===== src/rtl/ptmr_pkg.sv =====
package ptmr_pkg;
    localparam int BYTE_W = 8;
    localparam int PS_W   = 2;

    typedef enum logic [1:0] {
        ADDR_CNT_LO = 2'd0,
        ADDR_CNT_HI = 2'd1,
        ADDR_CTRL   = 2'd2,
        ADDR_IRQ    = 2'd3
    } reg_addr_e;

    typedef struct packed {
        logic [PS_W-1:0] ps;
        logic            osc_en;
        logic            sync_bypass;
        logic            ext_src;
        logic            run;
    } ctrl_t;

    localparam int CTRL_W = $bits(ctrl_t);

    typedef enum logic {
        EDGE_LOW,
        EDGE_HIGH
    } edge_state_e;

    typedef enum logic [1:0] {
        CNT_HOLD,
        CNT_LOAD,
        CNT_CLEAR,
        CNT_STEP
    } cnt_op_e;
endpackage


===== src/rtl/ext_edge_sync.sv =====
module ext_edge_sync
    import ptmr_pkg::*;
#(
    parameter int SYNC_STAGES = 2
) (
    input  logic clk,
    input  logic rst_n,
    input  logic din,
    output logic edge_o
);
    logic [SYNC_STAGES-1:0] sync_q;
    logic                   synced;
    edge_state_e            state_q, state_d;

    always_ff @(posedge clk or negedge rst_n) begin
        if (!rst_n) sync_q <= '0;
        else        sync_q <= {sync_q[SYNC_STAGES-2:0], din};
    end

    assign synced = sync_q[SYNC_STAGES-1];

    always_ff @(posedge clk or negedge rst_n) begin
        if (!rst_n) state_q <= EDGE_LOW;
        else        state_q <= state_d;
    end

    always_comb begin
        state_d = state_q;
        edge_o  = 1'b0;
        unique case (state_q)
            EDGE_LOW: begin
                if (synced) begin
                    state_d = EDGE_HIGH;
                    edge_o  = 1'b1;
                end
            end
            EDGE_HIGH: begin
                if (!synced) state_d = EDGE_LOW;
            end
        endcase
    end
endmodule


===== src/rtl/tmr_prescaler.sv =====
module tmr_prescaler #(
    parameter int PS_W = 2
) (
    input  logic            clk,
    input  logic            rst_n,
    input  logic            clr,
    input  logic            adv,
    input  logic [PS_W-1:0] sel,
    output logic            inc
);
    localparam int CNT_W = (1 << PS_W) - 1;

    logic [CNT_W-1:0] cnt_q;
    logic [CNT_W-1:0] limit;

    always_comb begin
        limit = '0;
        for (int i = 0; i < CNT_W; i++) begin
            if (i < int'(sel)) limit[i] = 1'b1;
        end
    end

    assign inc = adv && (cnt_q >= limit);

    always_ff @(posedge clk or negedge rst_n) begin
        if (!rst_n)   cnt_q <= '0;
        else if (clr) cnt_q <= '0;
        else if (adv) cnt_q <= (cnt_q >= limit) ? '0 : cnt_q + 1'b1;
    end
endmodule


===== src/rtl/period_timer16.sv =====
module period_timer16
    import ptmr_pkg::*;
#(
    parameter int SYNC_STAGES = 2
) (
    input  logic              clk,
    input  logic              por_n,
    input  logic              rst_n,
    input  logic              wr_en,
    input  logic [1:0]        wr_addr,
    input  logic [BYTE_W-1:0] wr_data,
    input  logic [1:0]        rd_addr,
    output logic [BYTE_W-1:0] rd_data,
    input  logic              ext_clk_in,
    input  logic              evt_trig,
    input  logic              adc_enable,
    output logic              adc_start,
    output logic              irq
);
    localparam int CNT_W = 2 * BYTE_W;

    logic             any_rst_n;
    ctrl_t            ctrl_q;
    logic             flag_q, ie_q, adc_q;
    logic [CNT_W-1:0] cnt_q;
    logic             wr_lo, wr_hi, wr_ctrl, wr_irq, cnt_wr;
    logic             ext_edge, src_tick, adv, inc;
    logic             trig_ok, ovf_evt;
    cnt_op_e          cnt_op;

    assign any_rst_n = por_n & rst_n;

    assign wr_lo   = wr_en && (reg_addr_e'(wr_addr) == ADDR_CNT_LO);
    assign wr_hi   = wr_en && (reg_addr_e'(wr_addr) == ADDR_CNT_HI);
    assign wr_ctrl = wr_en && (reg_addr_e'(wr_addr) == ADDR_CTRL);
    assign wr_irq  = wr_en && (reg_addr_e'(wr_addr) == ADDR_IRQ);
    assign cnt_wr  = wr_lo || wr_hi;

    ext_edge_sync #(.SYNC_STAGES(SYNC_STAGES)) u_edge (
        .clk    (clk),
        .rst_n  (any_rst_n),
        .din    (ext_clk_in),
        .edge_o (ext_edge)
    );

    assign src_tick = ctrl_q.ext_src ? ext_edge : 1'b1;
    assign adv      = ctrl_q.run && src_tick;

    tmr_prescaler #(.PS_W(PS_W)) u_ps (
        .clk   (clk),
        .rst_n (any_rst_n),
        .clr   (cnt_wr),
        .adv   (adv),
        .sel   (ctrl_q.ps),
        .inc   (inc)
    );

    // Clear is unsupported for the unsynchronized external setting
    assign trig_ok = !(ctrl_q.ext_src && ctrl_q.sync_bypass);

    always_comb begin
        if (cnt_wr)                   cnt_op = CNT_LOAD;
        else if (evt_trig && trig_ok) cnt_op = CNT_CLEAR;
        else if (inc)                 cnt_op = CNT_STEP;
        else                          cnt_op = CNT_HOLD;
    end

    assign ovf_evt = (cnt_op == CNT_STEP) && (cnt_q == {CNT_W{1'b1}});

    always_ff @(posedge clk or negedge por_n) begin
        if (!por_n) begin
            cnt_q <= '0;
        end else begin
            unique case (cnt_op)
                CNT_LOAD: begin
                    if (wr_lo) cnt_q[BYTE_W-1:0]     <= wr_data;
                    if (wr_hi) cnt_q[CNT_W-1:BYTE_W] <= wr_data;
                end
                CNT_CLEAR: cnt_q <= '0;
                CNT_STEP:  cnt_q <= cnt_q + 1'b1;
                CNT_HOLD:  cnt_q <= cnt_q;
            endcase
        end
    end

    always_ff @(posedge clk or negedge any_rst_n) begin
        if (!any_rst_n) begin
            ctrl_q <= '0;
            flag_q <= 1'b0;
            ie_q   <= 1'b0;
            adc_q  <= 1'b0;
        end else begin
            if (wr_ctrl) ctrl_q <= ctrl_t'(wr_data[CTRL_W-1:0]);
            if (ovf_evt)     flag_q <= 1'b1;
            else if (wr_irq) flag_q <= wr_data[0];
            if (wr_irq) ie_q <= wr_data[1];
            adc_q <= evt_trig && adc_enable;
        end
    end

    always_comb begin
        unique case (reg_addr_e'(rd_addr))
            ADDR_CNT_LO: rd_data = cnt_q[BYTE_W-1:0];
            ADDR_CNT_HI: rd_data = cnt_q[CNT_W-1:BYTE_W];
            ADDR_CTRL:   rd_data = {{(BYTE_W-CTRL_W){1'b0}}, ctrl_q};
            ADDR_IRQ:    rd_data = {{(BYTE_W-2){1'b0}}, ie_q, flag_q};
        endcase
    end

    assign adc_start = adc_q;
    assign irq       = flag_q & ie_q;
endmodule


===== config.mk =====
export PLATFORM = sky130hd
export DESIGN_NAME = period_timer16
export DESIGN_NICKNAME = d
export VERILOG_FILES = /design/src/rtl/ptmr_pkg.sv /design/src/rtl/ext_edge_sync.sv /design/src/rtl/tmr_prescaler.sv /design/src/rtl/period_timer16.sv
export SDC_FILE = /design/constraint.sdc
export NUM_CORES = 1
export LEC_CHECK = 0
export ABC_CLOCK_PERIOD_IN_PS = 6500
export BUFFER_PORTS_ARGS = -buffer_cell sky130_fd_sc_hd__buf_2
export CORE_MARGIN = 5
export CORE_UTILIZATION = 55
export DETAILED_ROUTE_END_ITERATION = 7
export PLACE_DENSITY_LB_ADDON = 0.3
export SYNTH_ARGS = -nofsm -noshare
export SYNTH_HDL_FRONTEND = slang
export SYNTH_SLANG_ARGS = --single-unit

===== constraint.sdc =====
create_clock -name clk -period 6.5 [get_ports clk]
set_input_delay 0.975 -clock clk [delete_from_list [all_inputs] [get_ports clk]]
set_output_delay 0.975 -clock clk [all_outputs]
set_load 0.01 [all_outputs]

==> reports/metrics.yaml <==
outcome:
  status: "finished clean"
critical_path:
  critPathSlowestCell: "mux4_2"
  crit_path_end_kind: "primary output"
  crit_top_cell: "buf_2"
  required_ns: 5.52
  cp_top_family: "multiplexers"
  crit_chain: "buf_2 > mux4_2 > buf_2"
  startpoint: "rd_addr[0]"
  cpPeakStageDelay_ns: 0.54
  path_buf_inv: 2
  r2r_slack_ns: 4.12
  critPathLaunchType: "primary input"
  cp_max_fo: 9
  r2r_start: "ctrl_q[5]$_DFFE_PN0P_"
  cp.arrival_ns: 1.89
  path_class: "primary input to primary output"
  reg2reg_depth: 7
  r2r_end: "cnt_q[14]$_DFFE_PN0P_"
worst_hold_path:
  hold_path_end: "u_edge.sync_q[1]$_DFF_PN0_"
  holdPathStages: 0
  min_from: "u_edge.sync_q[0]$_DFF_PN0_"
  hold_class: "flop to flop"
logic_synthesis:
  synth_area_leaders: "dfrtp_1 40%, nand2_1 5.6%, mux2_2 4.6%, mux2i_1 4.1%, nand3_1 3.8%"
  syn-num-nets: 233
  postSynthAreaPerCell_um2: 9.36
  synthCells: 209
  synth_edf_count: 0
  synth_seq_cells: 31
  synth_warnings: 0
  ys_async_sr_fraction: 1.00
  yosysSeqAreaShare: 0.397
  yosysTopAreaCell: "dfrtp_1"
  ys_types: 50
  synth_area_um2: 1960
  yosysTopAreaCellShare: 0.397
  synthFlopType: "dfrtp_1"
sta:
  fmax_mhz: 349
  maxSlewViolCount: 0
  post-route-min-period_ns: 2.87
  slew_headroom: 0.419
  worst_pin_slew_ns: 0.868
  skew_ns: 0.00731
  hold_violations: 0
  final.period_utilization: 0.441
  timing.setup.tns_ns: 0
  setup_violations: 0
  rsz0062_at_grt: "no"
clocking:
  cts.clk_slew.worst_paths_ns: 0.10
  ctsLongestPathBuffers: 2
  cts_resized: 0
  ctsHoldBuffers: 0
  htree_levels: 2
  cts_tree: "done"
  post-cts-setup-buffers: 0
  numCtsBuffers: 5
  clockRootBuffer: "clkbuf_4"
  cts_sinks: 31
  clock_latency_ns: 0.34
grt:
  antenna_found_initial: 0
  grt_max_degree: 18
  grt_pass1_vias: 1716
  track_usage: 0.217
  gr-total-overflow: 0
  grt_pass1_wl_mm: 8.40
routing:
  wire_per_inst_um: 17.4
  routed_wl_mm: 4.92
  drt-met1-wl_mm: 2.13
  drt_pass1_iterations: 5
  viasPerCell: 6.35
  antenna_left: 0
  top_layer_used: "met4"
  vias: 1792
  wl_met3_um: 495
  drt_iter0_markers: 185
  met2_length_mm: 2.21
  drc_errors: 0
floorplan:
  fp.dieH_um: 69.6
  die-area_um2: 4850
  die_width_um: 69.6
  rows: 21
  initial_core_util: 0.577
  pin_count: 29
  fp.coreArea_um2: 3390
power:
  p_leak_nw: 0.915
  power_density_nw_per_um2: 261
  peakVddDrop_mv: 0.163
placed_design:
  dp.cells: 274
  placed_area_um2: 2120
  dp_hpwl_mm: 3.71
  gp_congestion: 0.917
  io_buffers: 28
final_layout:
  diodes: 0
  final_cells: 282
  fillers: 294
  drive_above_1_share: 0.225
  layout.nets: 259
  design_area_um2: 2170
  area_delta_synth_final_pct: 11.1
flow_run:
  cap_viol_max_count: 0
[placed cells by master, fill, tap and decap left out, types with 5 or more instances in the layout]
master / Yosys / layout
nor2_1: 11 / 11
nand2_1: 29 / 29
mux2i_1: 8 / 8
mux2_2: 8 / 8
inv_1: 5 / 5
o21ai_0: 10 / 10
nand3_1: 15 / 15
clkbuf_4: 0 / 5
ha_1: 5 / 5
a21oi_1: 6 / 6
buf_2: 3 / 28
dfrtp_1: 31 / 31
o311ai_0: 5 / 5
[synthesized netlist by cell type (4+ instances only)]
master / count
dfrtp_1: 31
ha_1: 5
o311ai_0: 5
mux2_2: 8
clkbuf_1: 6
o211ai_1: 4
inv_1: 5
nor4_1: 4
nor2b_1: 4
mux2i_1: 8
nand2_1: 29
nor2_1: 11
and2_1: 4
o21ai_0: 10
nand3_1: 15
o21ai_1: 4
a21oi_1: 6
[logic make-up (layout without fill, tap and decap cells)]
logic type / Yosys count / after routing / share of synthesized area
and+or+nand+nor: 89 / 89 / 0.239
AOI/OAI and AO/OA: 50 / 50 / 0.185
DFF: 31 / 31 / 0.397
muxes: 18 / 18 / 0.110
buffers and inverters: 14 / 41 / 0.0288
adders and majority gates: 5 / 5 / 0.0320
xor gates and xnor gates: 2 / 2 / 0.00896
[where the power goes]
group	switching (mW)	internal [mW]
combinational	0.114	0.0771
clock	0.0724	0.0412
sequential	0.0393	0.224
[metrics by stage]
step / utilization / power (mW) / hold WS, ns / worst slack, ns
final: 0.641 / 0.568 / 0.365 / 3.63
after global routing: 0.641 / 0.607 / 0.392 / 3.59
after CTS: 0.641 / 0.568 / 0.371 / 3.63
after detailed placement: 0.624 / 0.455 / 0.346 / 3.50
after global placement: 0.624 / 0.449 / 0.335 / 3.59
after floorplan: - / 0.395 / 0.331 / 3.68
[registers in the layout, summed over array words and instances, names as in the netlist]
signal          count
u_edge.sync_q       2
u_edge.state_q      1
ctrl_q              6
cnt_q              16
adc_start           1
flag_q              1
ie_q                1
u_ps.cnt_q          3
[layout make-up]
type / count / area, um2 / share of cell area
multi-input combinational: 164 / 1120 / 0.517
tap: 46 / 57.6 / 0.0265
clock buffer: 5 / 37.5 / 0.0173
timing repair buffer: 28 / 140 / 0.0645
inverter: 5 / 18.8 / 0.00864
clock inverter: 3 / 20.0 / 0.00921
sequential: 31 / 776 / 0.357
[how the worst max path moves through the flow]
| stage | endpoint | cells after the start |
|---|---|---|
| after floorplan | rd_data[0] | 2 |
| after global routing | rd_data[0] | 3 |
| final | rd_data[0] | 3 |
| after global placement | cnt_q[1]$_DFFE_PN0P_ | 6 |
| after CTS | rd_data[0] | 3 |
| after detailed placement | cnt_q[1]$_DFFE_PN0P_ | 6 |
[per-layer routing]
layer  global-route usage  vias up
met5                    0        -
met4               0.0766        0
met3               0.0638       14
li1                     -      845
met1                0.296      827
met2                0.327      106
Note: power is estimated with default switching activity, not from simulation.
